===== src/rtl/inj_pkg.sv =====
package inj_pkg;

  typedef enum logic [1:0] {
    PH_HUNT = 2'd0,
    PH_ADDR = 2'd1,
    PH_DATA = 2'd2,
    PH_RSVD = 2'd3
  } rx_phase_t;

  typedef enum logic [1:0] {
    DRV_REL  = 2'd0,
    DRV_LOW  = 2'd1,
    DRV_HIGH = 2'd2
  } drv_t;

  localparam int unsigned SLOT_W     = 4;
  localparam int unsigned ASLOT_W    = 3;
  localparam int unsigned LAST_SLOT  = 11;

  // Bit slots come in groups of three: two data bits then one separator.
  // Returns {is_data, bit_index}.
  function automatic logic [3:0] slot_decode(input logic [SLOT_W-1:0] slot);
    logic [3:0] grp;
    logic [3:0] pos;
    logic       is_data;
    logic [2:0] idx;
    grp     = slot / 4'd3;
    pos     = slot % 4'd3;
    is_data = (slot < 4'd11) && (pos != 4'd2);
    idx     = 3'(grp * 4'd2 + pos);
    return {is_data, idx};
  endfunction

endpackage


===== src/rtl/inj_fall_det.sv =====
module inj_fall_det #(
  parameter int unsigned STAGES = 2
) (
  input  logic clk,
  input  logic rst_n,
  input  logic async_i,
  output logic fall_o
);

  logic [STAGES-1:0] chain_q;
  logic [STAGES-1:0] chain_d;
  logic              prev_q;
  logic              prev_d;

  always_comb begin
    chain_d[0] = async_i;
    for (int i = 1; i < STAGES; i++) begin
      chain_d[i] = chain_q[i-1];
    end
    prev_d = chain_q[STAGES-1];
  end

  always_ff @(posedge clk or negedge rst_n) begin
    if (!rst_n) begin
      chain_q <= '0;
      prev_q  <= 1'b0;
    end else begin
      chain_q <= chain_d;
      prev_q  <= prev_d;
    end
  end

  assign fall_o = prev_q & ~chain_q[STAGES-1];

endmodule


===== src/rtl/inj_host_regs.sv =====
module inj_host_regs #(
  parameter int unsigned CHAN_W = 7
) (
  input  logic              clk,
  input  logic              rst_n,
  input  logic              wr_req_i,
  input  logic [CHAN_W-1:0] wr_chan_i,
  input  logic [7:0]        wr_data_i,
  input  logic              trk_req_i,
  input  logic [1:0]        trk_val_i,
  input  logic              busy_clr_i,
  input  logic              trk_clr_i,
  output logic              busy_o,
  output logic              reject_o,
  output logic [CHAN_W-1:0] req_chan_o,
  output logic [7:0]        req_data_o,
  output logic              trk_pend_o,
  output logic              trk_bit_o
);

  logic              busy_q, busy_d;
  logic              rej_q, rej_d;
  logic [CHAN_W-1:0] chan_q, chan_d;
  logic [7:0]        data_q, data_d;
  logic              pend_q, pend_d;
  logic              tbit_q, tbit_d;
  logic              wr_take;
  logic              trk_take;

  assign wr_take  = wr_req_i & ~busy_q;
  assign trk_take = trk_req_i & ~trk_val_i[1];

  always_comb begin
    busy_d = busy_q;
    chan_d = chan_q;
    data_d = data_q;
    if (busy_clr_i) begin
      busy_d = 1'b0;
    end
    if (wr_take) begin
      busy_d = 1'b1;
      chan_d = wr_chan_i;
      data_d = wr_data_i;
    end
    rej_d = wr_req_i & busy_q;
  end

  always_comb begin
    pend_d = pend_q;
    tbit_d = tbit_q;
    if (trk_clr_i) begin
      pend_d = 1'b0;
    end
    if (trk_take) begin
      pend_d = 1'b1;
      tbit_d = trk_val_i[0];
    end
  end

  always_ff @(posedge clk or negedge rst_n) begin
    if (!rst_n) begin
      busy_q <= 1'b0;
      rej_q  <= 1'b0;
      chan_q <= '0;
      data_q <= '0;
      pend_q <= 1'b0;
      tbit_q <= 1'b0;
    end else begin
      busy_q <= busy_d;
      rej_q  <= rej_d;
      chan_q <= chan_d;
      data_q <= data_d;
      pend_q <= pend_d;
      tbit_q <= tbit_d;
    end
  end

  assign busy_o     = busy_q;
  assign reject_o   = rej_q;
  assign req_chan_o = chan_q;
  assign req_data_o = data_q;
  assign trk_pend_o = pend_q;
  assign trk_bit_o  = tbit_q;

endmodule


===== src/rtl/inj_drive_sel.sv =====
module inj_drive_sel
  import inj_pkg::*;
#(
  parameter int unsigned NUM_BASES  = 16,
  parameter int unsigned NUM_FRAMES = 7,
  parameter int unsigned BASE_W     = 4,
  parameter int unsigned FRAME_W    = 3,
  parameter int unsigned CHAN_W     = 7
) (
  input  logic [1:0]         phase_i,
  input  logic [ASLOT_W-1:0] addr_slot_i,
  input  logic [BASE_W-1:0]  base_i,
  input  logic [FRAME_W-1:0] frame_i,
  input  logic [SLOT_W-1:0]  slot_i,
  input  logic [7:0]         tbl_byte_i,
  input  logic               busy_i,
  input  logic [CHAN_W-1:0]  req_chan_i,
  input  logic [7:0]         req_data_i,
  input  logic               trk_pend_i,
  input  logic               trk_bit_i,
  output logic [CHAN_W-1:0]  cur_chan_o,
  output drv_t               code_o,
  output logic               busy_hit_o,
  output logic               trk_hit_o
);

  int         chan_int;
  logic       hit;
  logic [3:0] dec;
  logic       want_bit;
  logic       held_bit;

  always_comb begin
    chan_int   = (int'(NUM_BASES) - 1 - int'(base_i))
               + int'(NUM_BASES) * (int'(NUM_FRAMES) - 1 - int'(frame_i));
    cur_chan_o = CHAN_W'(chan_int);
  end

  assign hit      = busy_i && (cur_chan_o == req_chan_i);
  assign dec      = slot_decode(slot_i);
  assign want_bit = req_data_i[dec[2:0]];
  assign held_bit = tbl_byte_i[dec[2:0]];

  always_comb begin
    code_o = DRV_REL;
    unique case (phase_i)
      PH_ADDR: begin
        if ((addr_slot_i == '0) && trk_pend_i) begin
          code_o = trk_bit_i ? DRV_HIGH : DRV_LOW;
        end
      end
      PH_DATA: begin
        if (hit && dec[3] && (want_bit != held_bit)) begin
          code_o = want_bit ? DRV_HIGH : DRV_LOW;
        end
      end
      default: code_o = DRV_REL;
    endcase
  end

  assign busy_hit_o = (phase_i == PH_DATA) && hit
                    && (slot_i == SLOT_W'(LAST_SLOT));
  assign trk_hit_o  = (phase_i == PH_ADDR) && (addr_slot_i == ASLOT_W'(1));

endmodule


===== src/rtl/inj_out_stage.sv =====
module inj_out_stage
  import inj_pkg::*;
(
  input  logic clk,
  input  logic rst_n,
  input  logic stb_i,
  input  drv_t code_i,
  output logic hi_n_o,
  output logic lo_n_o
);

  logic hi_enc, lo_enc;
  logic hi_d, lo_d;
  logic hi_q, lo_q;

  always_comb begin
    unique case (code_i)
      DRV_LOW:  begin hi_enc = 1'b1; lo_enc = 1'b0; end
      DRV_HIGH: begin hi_enc = 1'b0; lo_enc = 1'b1; end
      default:  begin hi_enc = 1'b1; lo_enc = 1'b1; end
    endcase
  end

  always_comb begin
    hi_d = hi_q;
    lo_d = lo_q;
    if (stb_i) begin
      hi_d = hi_enc;
      lo_d = lo_enc;
    end
  end

  always_ff @(posedge clk or negedge rst_n) begin
    if (!rst_n) begin
      hi_q <= 1'b1;
      lo_q <= 1'b1;
    end else begin
      hi_q <= hi_d;
      lo_q <= lo_d;
    end
  end

  assign hi_n_o = hi_q;
  assign lo_n_o = lo_q;

endmodule


===== src/rtl/bus_wr_injector.sv =====
module bus_wr_injector
  import inj_pkg::*;
#(
  parameter int unsigned NUM_BASES   = 16,
  parameter int unsigned NUM_FRAMES  = 7,
  parameter int unsigned SYNC_STAGES = 2,
  localparam int unsigned BASE_W     = $clog2(NUM_BASES),
  localparam int unsigned FRAME_W    = $clog2(NUM_FRAMES),
  localparam int unsigned CHAN_W     = $clog2(NUM_BASES * NUM_FRAMES)
) (
  input  logic               clk,
  input  logic               rst_n,
  input  logic               bus_clk_i,
  input  logic [1:0]         rx_phase_i,
  input  logic [2:0]         rx_addr_slot_i,
  input  logic [BASE_W-1:0]  rx_base_i,
  input  logic [FRAME_W-1:0] rx_frame_i,
  input  logic [3:0]         rx_slot_i,
  output logic [CHAN_W-1:0]  tbl_chan_o,
  input  logic [7:0]         tbl_byte_i,
  input  logic               wr_req_i,
  input  logic [CHAN_W-1:0]  wr_chan_i,
  input  logic [7:0]         wr_data_i,
  output logic               wr_busy_o,
  output logic               wr_reject_o,
  input  logic               trk_req_i,
  input  logic [1:0]         trk_val_i,
  output logic               drv_hi_n_o,
  output logic               drv_lo_n_o
);

  logic              rst_meta_q, rst_sync_q;
  logic              fall_stb;
  logic              busy_hit, trk_hit;
  logic              req_busy;
  logic [CHAN_W-1:0] req_chan;
  logic [7:0]        req_data;
  logic              trk_pend, trk_bit;
  drv_t              drv_code;

  // reset: asserted at once, released after two clean clocks
  always_ff @(posedge clk or negedge rst_n) begin
    if (!rst_n) begin
      rst_meta_q <= 1'b0;
      rst_sync_q <= 1'b0;
    end else begin
      rst_meta_q <= 1'b1;
      rst_sync_q <= rst_meta_q;
    end
  end

  inj_fall_det #(
    .STAGES (SYNC_STAGES)
  ) u_fall (
    .clk     (clk),
    .rst_n   (rst_sync_q),
    .async_i (bus_clk_i),
    .fall_o  (fall_stb)
  );

  inj_host_regs #(
    .CHAN_W (CHAN_W)
  ) u_host (
    .clk        (clk),
    .rst_n      (rst_sync_q),
    .wr_req_i   (wr_req_i),
    .wr_chan_i  (wr_chan_i),
    .wr_data_i  (wr_data_i),
    .trk_req_i  (trk_req_i),
    .trk_val_i  (trk_val_i),
    .busy_clr_i (fall_stb & busy_hit),
    .trk_clr_i  (fall_stb & trk_hit),
    .busy_o     (req_busy),
    .reject_o   (wr_reject_o),
    .req_chan_o (req_chan),
    .req_data_o (req_data),
    .trk_pend_o (trk_pend),
    .trk_bit_o  (trk_bit)
  );

  inj_drive_sel #(
    .NUM_BASES  (NUM_BASES),
    .NUM_FRAMES (NUM_FRAMES),
    .BASE_W     (BASE_W),
    .FRAME_W    (FRAME_W),
    .CHAN_W     (CHAN_W)
  ) u_sel (
    .phase_i     (rx_phase_i),
    .addr_slot_i (rx_addr_slot_i),
    .base_i      (rx_base_i),
    .frame_i     (rx_frame_i),
    .slot_i      (rx_slot_i),
    .tbl_byte_i  (tbl_byte_i),
    .busy_i      (req_busy),
    .req_chan_i  (req_chan),
    .req_data_i  (req_data),
    .trk_pend_i  (trk_pend),
    .trk_bit_i   (trk_bit),
    .cur_chan_o  (tbl_chan_o),
    .code_o      (drv_code),
    .busy_hit_o  (busy_hit),
    .trk_hit_o   (trk_hit)
  );

  inj_out_stage u_out (
    .clk    (clk),
    .rst_n  (rst_sync_q),
    .stb_i  (fall_stb),
    .code_i (drv_code),
    .hi_n_o (drv_hi_n_o),
    .lo_n_o (drv_lo_n_o)
  );

  assign wr_busy_o = req_busy;

endmodule


===== config.mk =====
export PLATFORM = sky130hd
export DESIGN_NAME = bus_wr_injector
export DESIGN_NICKNAME = d
export VERILOG_FILES = /design/src/rtl/inj_pkg.sv /design/src/rtl/inj_fall_det.sv /design/src/rtl/inj_host_regs.sv /design/src/rtl/inj_drive_sel.sv /design/src/rtl/inj_out_stage.sv /design/src/rtl/bus_wr_injector.sv
export SDC_FILE = /design/constraint.sdc
export NUM_CORES = 1
export LEC_CHECK = 0
export BUFFER_PORTS_ARGS = -buffer_cell sky130_fd_sc_hd__buf_2
export CORE_ASPECT_RATIO = 1.75
export CORE_UTILIZATION = 50
export CTS_CLUSTER_DIAMETER = 60
export DETAILED_ROUTE_END_ITERATION = 12
export GPL_TIMING_DRIVEN = 0
export PLACE_DENSITY_LB_ADDON = 0.25
export SETUP_SLACK_MARGIN = 0.05
export SYNTH_ARGS = -nofsm -noshare
export SYNTH_HDL_FRONTEND = slang
export SYNTH_SLANG_ARGS = --single-unit
export TNS_END_PERCENT = 5

===== constraint.sdc =====
create_clock -name clk -period 2.66 [get_ports clk]
set_clock_uncertainty 0.15 [all_clocks]
set_input_delay 0.266 -clock clk [delete_from_list [all_inputs] [get_ports clk]]
set_output_delay 0.266 -clock clk [all_outputs]
set_load 0.005 [all_outputs]

==> results.toml <==
[run_status]
status = "finished with violations"
violations = "DRC, setup timing"

[sta]
max-slew-margin-rel_pct = 36.8
setup_viol = 2
hold_violations = 0
rsz0062_at_grt = "true"
final.setup.worst_slack_ns = -0.964
worst_slew_pin_slew_ns = 0.949
report.final.slew_viol_count = 0
fmax_mhz = 276
min_period_over_period_pct = 136
fin_crit_ns = 3.62

[cts]
cts_root_buf = "clkbuf_8"
cts_tree = "yes"
clkLatencyLatePin_ns = 0.27
clock_path_buffers = 2
clkSinkCount = 26
htree_levels = 1
clkTransAtPathRegs_ns = 0.09
cts_made_buffers = 3

[detailed_routing]
firstDrtPassIters = 8
wire_per_inst_um = 15.2
vias_per_cell = 5.30
vias = 1361
initialDrtViolationCount = 22
routed_wl_um = 3920
route.detailed.drc = 2
ant_nets = 0

[grt]
grt_pass1_wl_um = 6560
grtUsageTotal_pct = 25.4
overflow = 0
grt_max_degree = 25
met1_usage_pct = 27.1
met2_usage_pct = 48.1
grt_pass1_vias = 1522
use_met3_pct = 3.26
antenna_found_initial = 0
top_usage_layer = "met2"

[floorplanning]
die_area_um2 = 3510
top_level_ports = 57
std_cell_rows = 27
core_area_um2 = 3140
die_x_um = 45.2
start_util_pct = 52.0
die_height_um = 77.6

[logic_synthesis]
syn_area_um2 = 1630
syn_inst = 139
synth_warnings = 0
syn_avg_cell_area_um2 = 11.7
synthFlopType = "dfrtp_1"
ys_seq_area_share_pct = 40.0
synth-seq-cells = 26
synth_edf_count = 0
yosys.cell_types.count = 45
synthArstFlopShare_pct = 100
syn_nets = 192

[worst_setup_path]
worst_setup_path_end_kind = "flop"
cp.arrival_ns = 3.67
critPathLaunchType = "input pin"
worstSetupPathType = "in2reg"
regToRegSetupSlack_ns = -0.01
path_max_fanout = 3
cp.required_ns = 2.71

[power_and_ir_drop]
ir_drop_mv = 0.480
leakagePower_nw = 1.03
p_per_area_nw_per_um2 = 582

[finish]
drive_gt1_share_pct = 56.1
layout_common_cells = "buf_2, dfrtp_1, mux2_2"
area_growth_pct = 38.6
fin_cells = 257
diodes = 0
finalInstanceArea_um2 = 2260
final_common_cell = "buf_2"
finalNetCount = 268
utilization_pct = 72.0

[job]
drv_cap = 0

[place]
portBuffers = 56
placed_area_um2 = 2010
place.gp.congestion = 0.780
post-dp-hpwl_um = 2960
dp_cells = 238

[min_path]
hold_class = "in2reg"
## sequential cells by signal, summed over array words and instances (netlist names)
name	flops
rst_meta_q	1
rst_sync_q	1
u_fall.chain_q	2
u_fall.prev_q	1
u_host.busy_o	1
u_host.reject_o	1
u_host.req_chan_o	7
u_host.req_data_o	8
u_host.trk_bit_o	1
u_host.trk_pend_o	1
u_out.hi_n_o	1
u_out.lo_n_o	1
## cells in the mapped netlist, types with 2 or more instances
cell | count | area, um2
and2_1 | 2 | 12.5
o21ai_0 | 2 | 10.0
nor4b_1 | 2 | 17.5
nor2_1 | 2 | 7.51
nand3_1 | 5 | 25.0
nand2_1 | 3 | 11.3
mux4_2 | 3 | 67.6
nand2b_1 | 7 | 43.8
mux2_2 | 18 | 203
buf_2 | 2 | 10.0
xor2_1 | 3 | 26.3
or4_1 | 2 | 15.0
a211oi_1 | 2 | 15.0
nand4_1 | 2 | 12.5
nor2b_1 | 5 | 31.3
clkbuf_1 | 2 | 7.51
nor3_1 | 2 | 10.0
a21oi_1 | 2 | 10.0
inv_1 | 11 | 41.3
dfrtp_1 | 24 | 601
ha_1 | 7 | 87.6
dfstp_2 | 2 | 52.6
xnor2_1 | 7 | 61.3
## routing by layer
layer / part of all wire, % / vias up
li1: - / 642
met1: 33 / 660
met2: 60 / 51
met3: 4.8 / 8
met4: 2.0 / 0
met5: 0 / -
## critical path, stage by stage
cell,delay [ns]
buf_8,0.10
nand2b_4,0.14
inv_4,0.06
ha_4,0.12
inv_2,0.04
ha_4,0.17
o211ai_1,0.11
o21ai_2,0.09
ha_2,0.20
o21ba_4,0.23
o211ai_4,0.09
o21bai_4,0.20
mux2_4,0.32
ha_4,0.29
mux4_2,0.55
buf_6,0.14
nand4bb_1,0.10
nand3_2,0.08
o41a_1,0.37
## repair_timing
item	CTS	global route
hold buffers	2	0
hold endpoints to repair	3	0
buffers inserted	9	5
pin swaps	7	7
gates resized for setup	9	5
setup endpoints to repair	2	2
## worst paths after layout
path                            cells past startpoint                    to                  from
worst max-delay path                               19          u_out.lo_n_o          rx_slot_i[3]
worst min-delay path                                2  u_host.req_chan_o[4]          wr_chan_i[4]
worst max register to register                      7          u_out.hi_n_o  u_host.req_chan_o[0]
worst min register to register                      0     u_fall.chain_q[1]     u_fall.chain_q[0]
max in group asynchronous                           0  u_host.req_chan_o[0]            rst_sync_q
min in group asynchronous                           2            rst_sync_q                 rst_n
## power breakdown
| group | switching [mW] | internal [mW] | total, mW |
|---|---|---|---|
| logic | 0.185 | 0.313 | 0.498 |
| registers | 0.0668 | 0.499 | 0.565 |
| clock network | 0.121 | 0.132 | 0.253 |
| total | 0.372 | 0.944 | 1.32 |
## final cells by class
class	count	area, um2
Tap cell	43	53.8
Fill cell	240	878
Clock buffer	4	55.1
Inverter	11	43.8
Timing Repair Buffer	72	432
Multi-Input combinational cell	96	995
Buffer	5	31.3
Sequential cell	26	653
## through the flow
stage	TNS, ns	hold slack, ns	worst slack (ns)	total power [mW]
after floorplan	-2.08	-0.180	-1.10	0.879
after global placement	-2.73	-0.0976	-1.41	0.967
after detailed placement	-2.95	-0.0961	-1.51	0.995
after CTS	-2.10	0.0701	-1.11	1.29
after global routing	-2.19	0.0674	-1.12	1.39
final	-1.87	0.0735	-0.964	1.32
## kinds of logic after synthesis
kind of cell / synth area share, %
AND/OR/NAND/NOR: 16.6
flip-flops: 40.0
multiplexers: 18.2
buffers and inverters: 4.75
AO/OA/AOI/OAI: 7.82
XOR/XNOR: 7.05
adder cells (fa/ha/maj): 5.36
other: 0.230
Note: power is estimated with default switching activity, not from simulation.
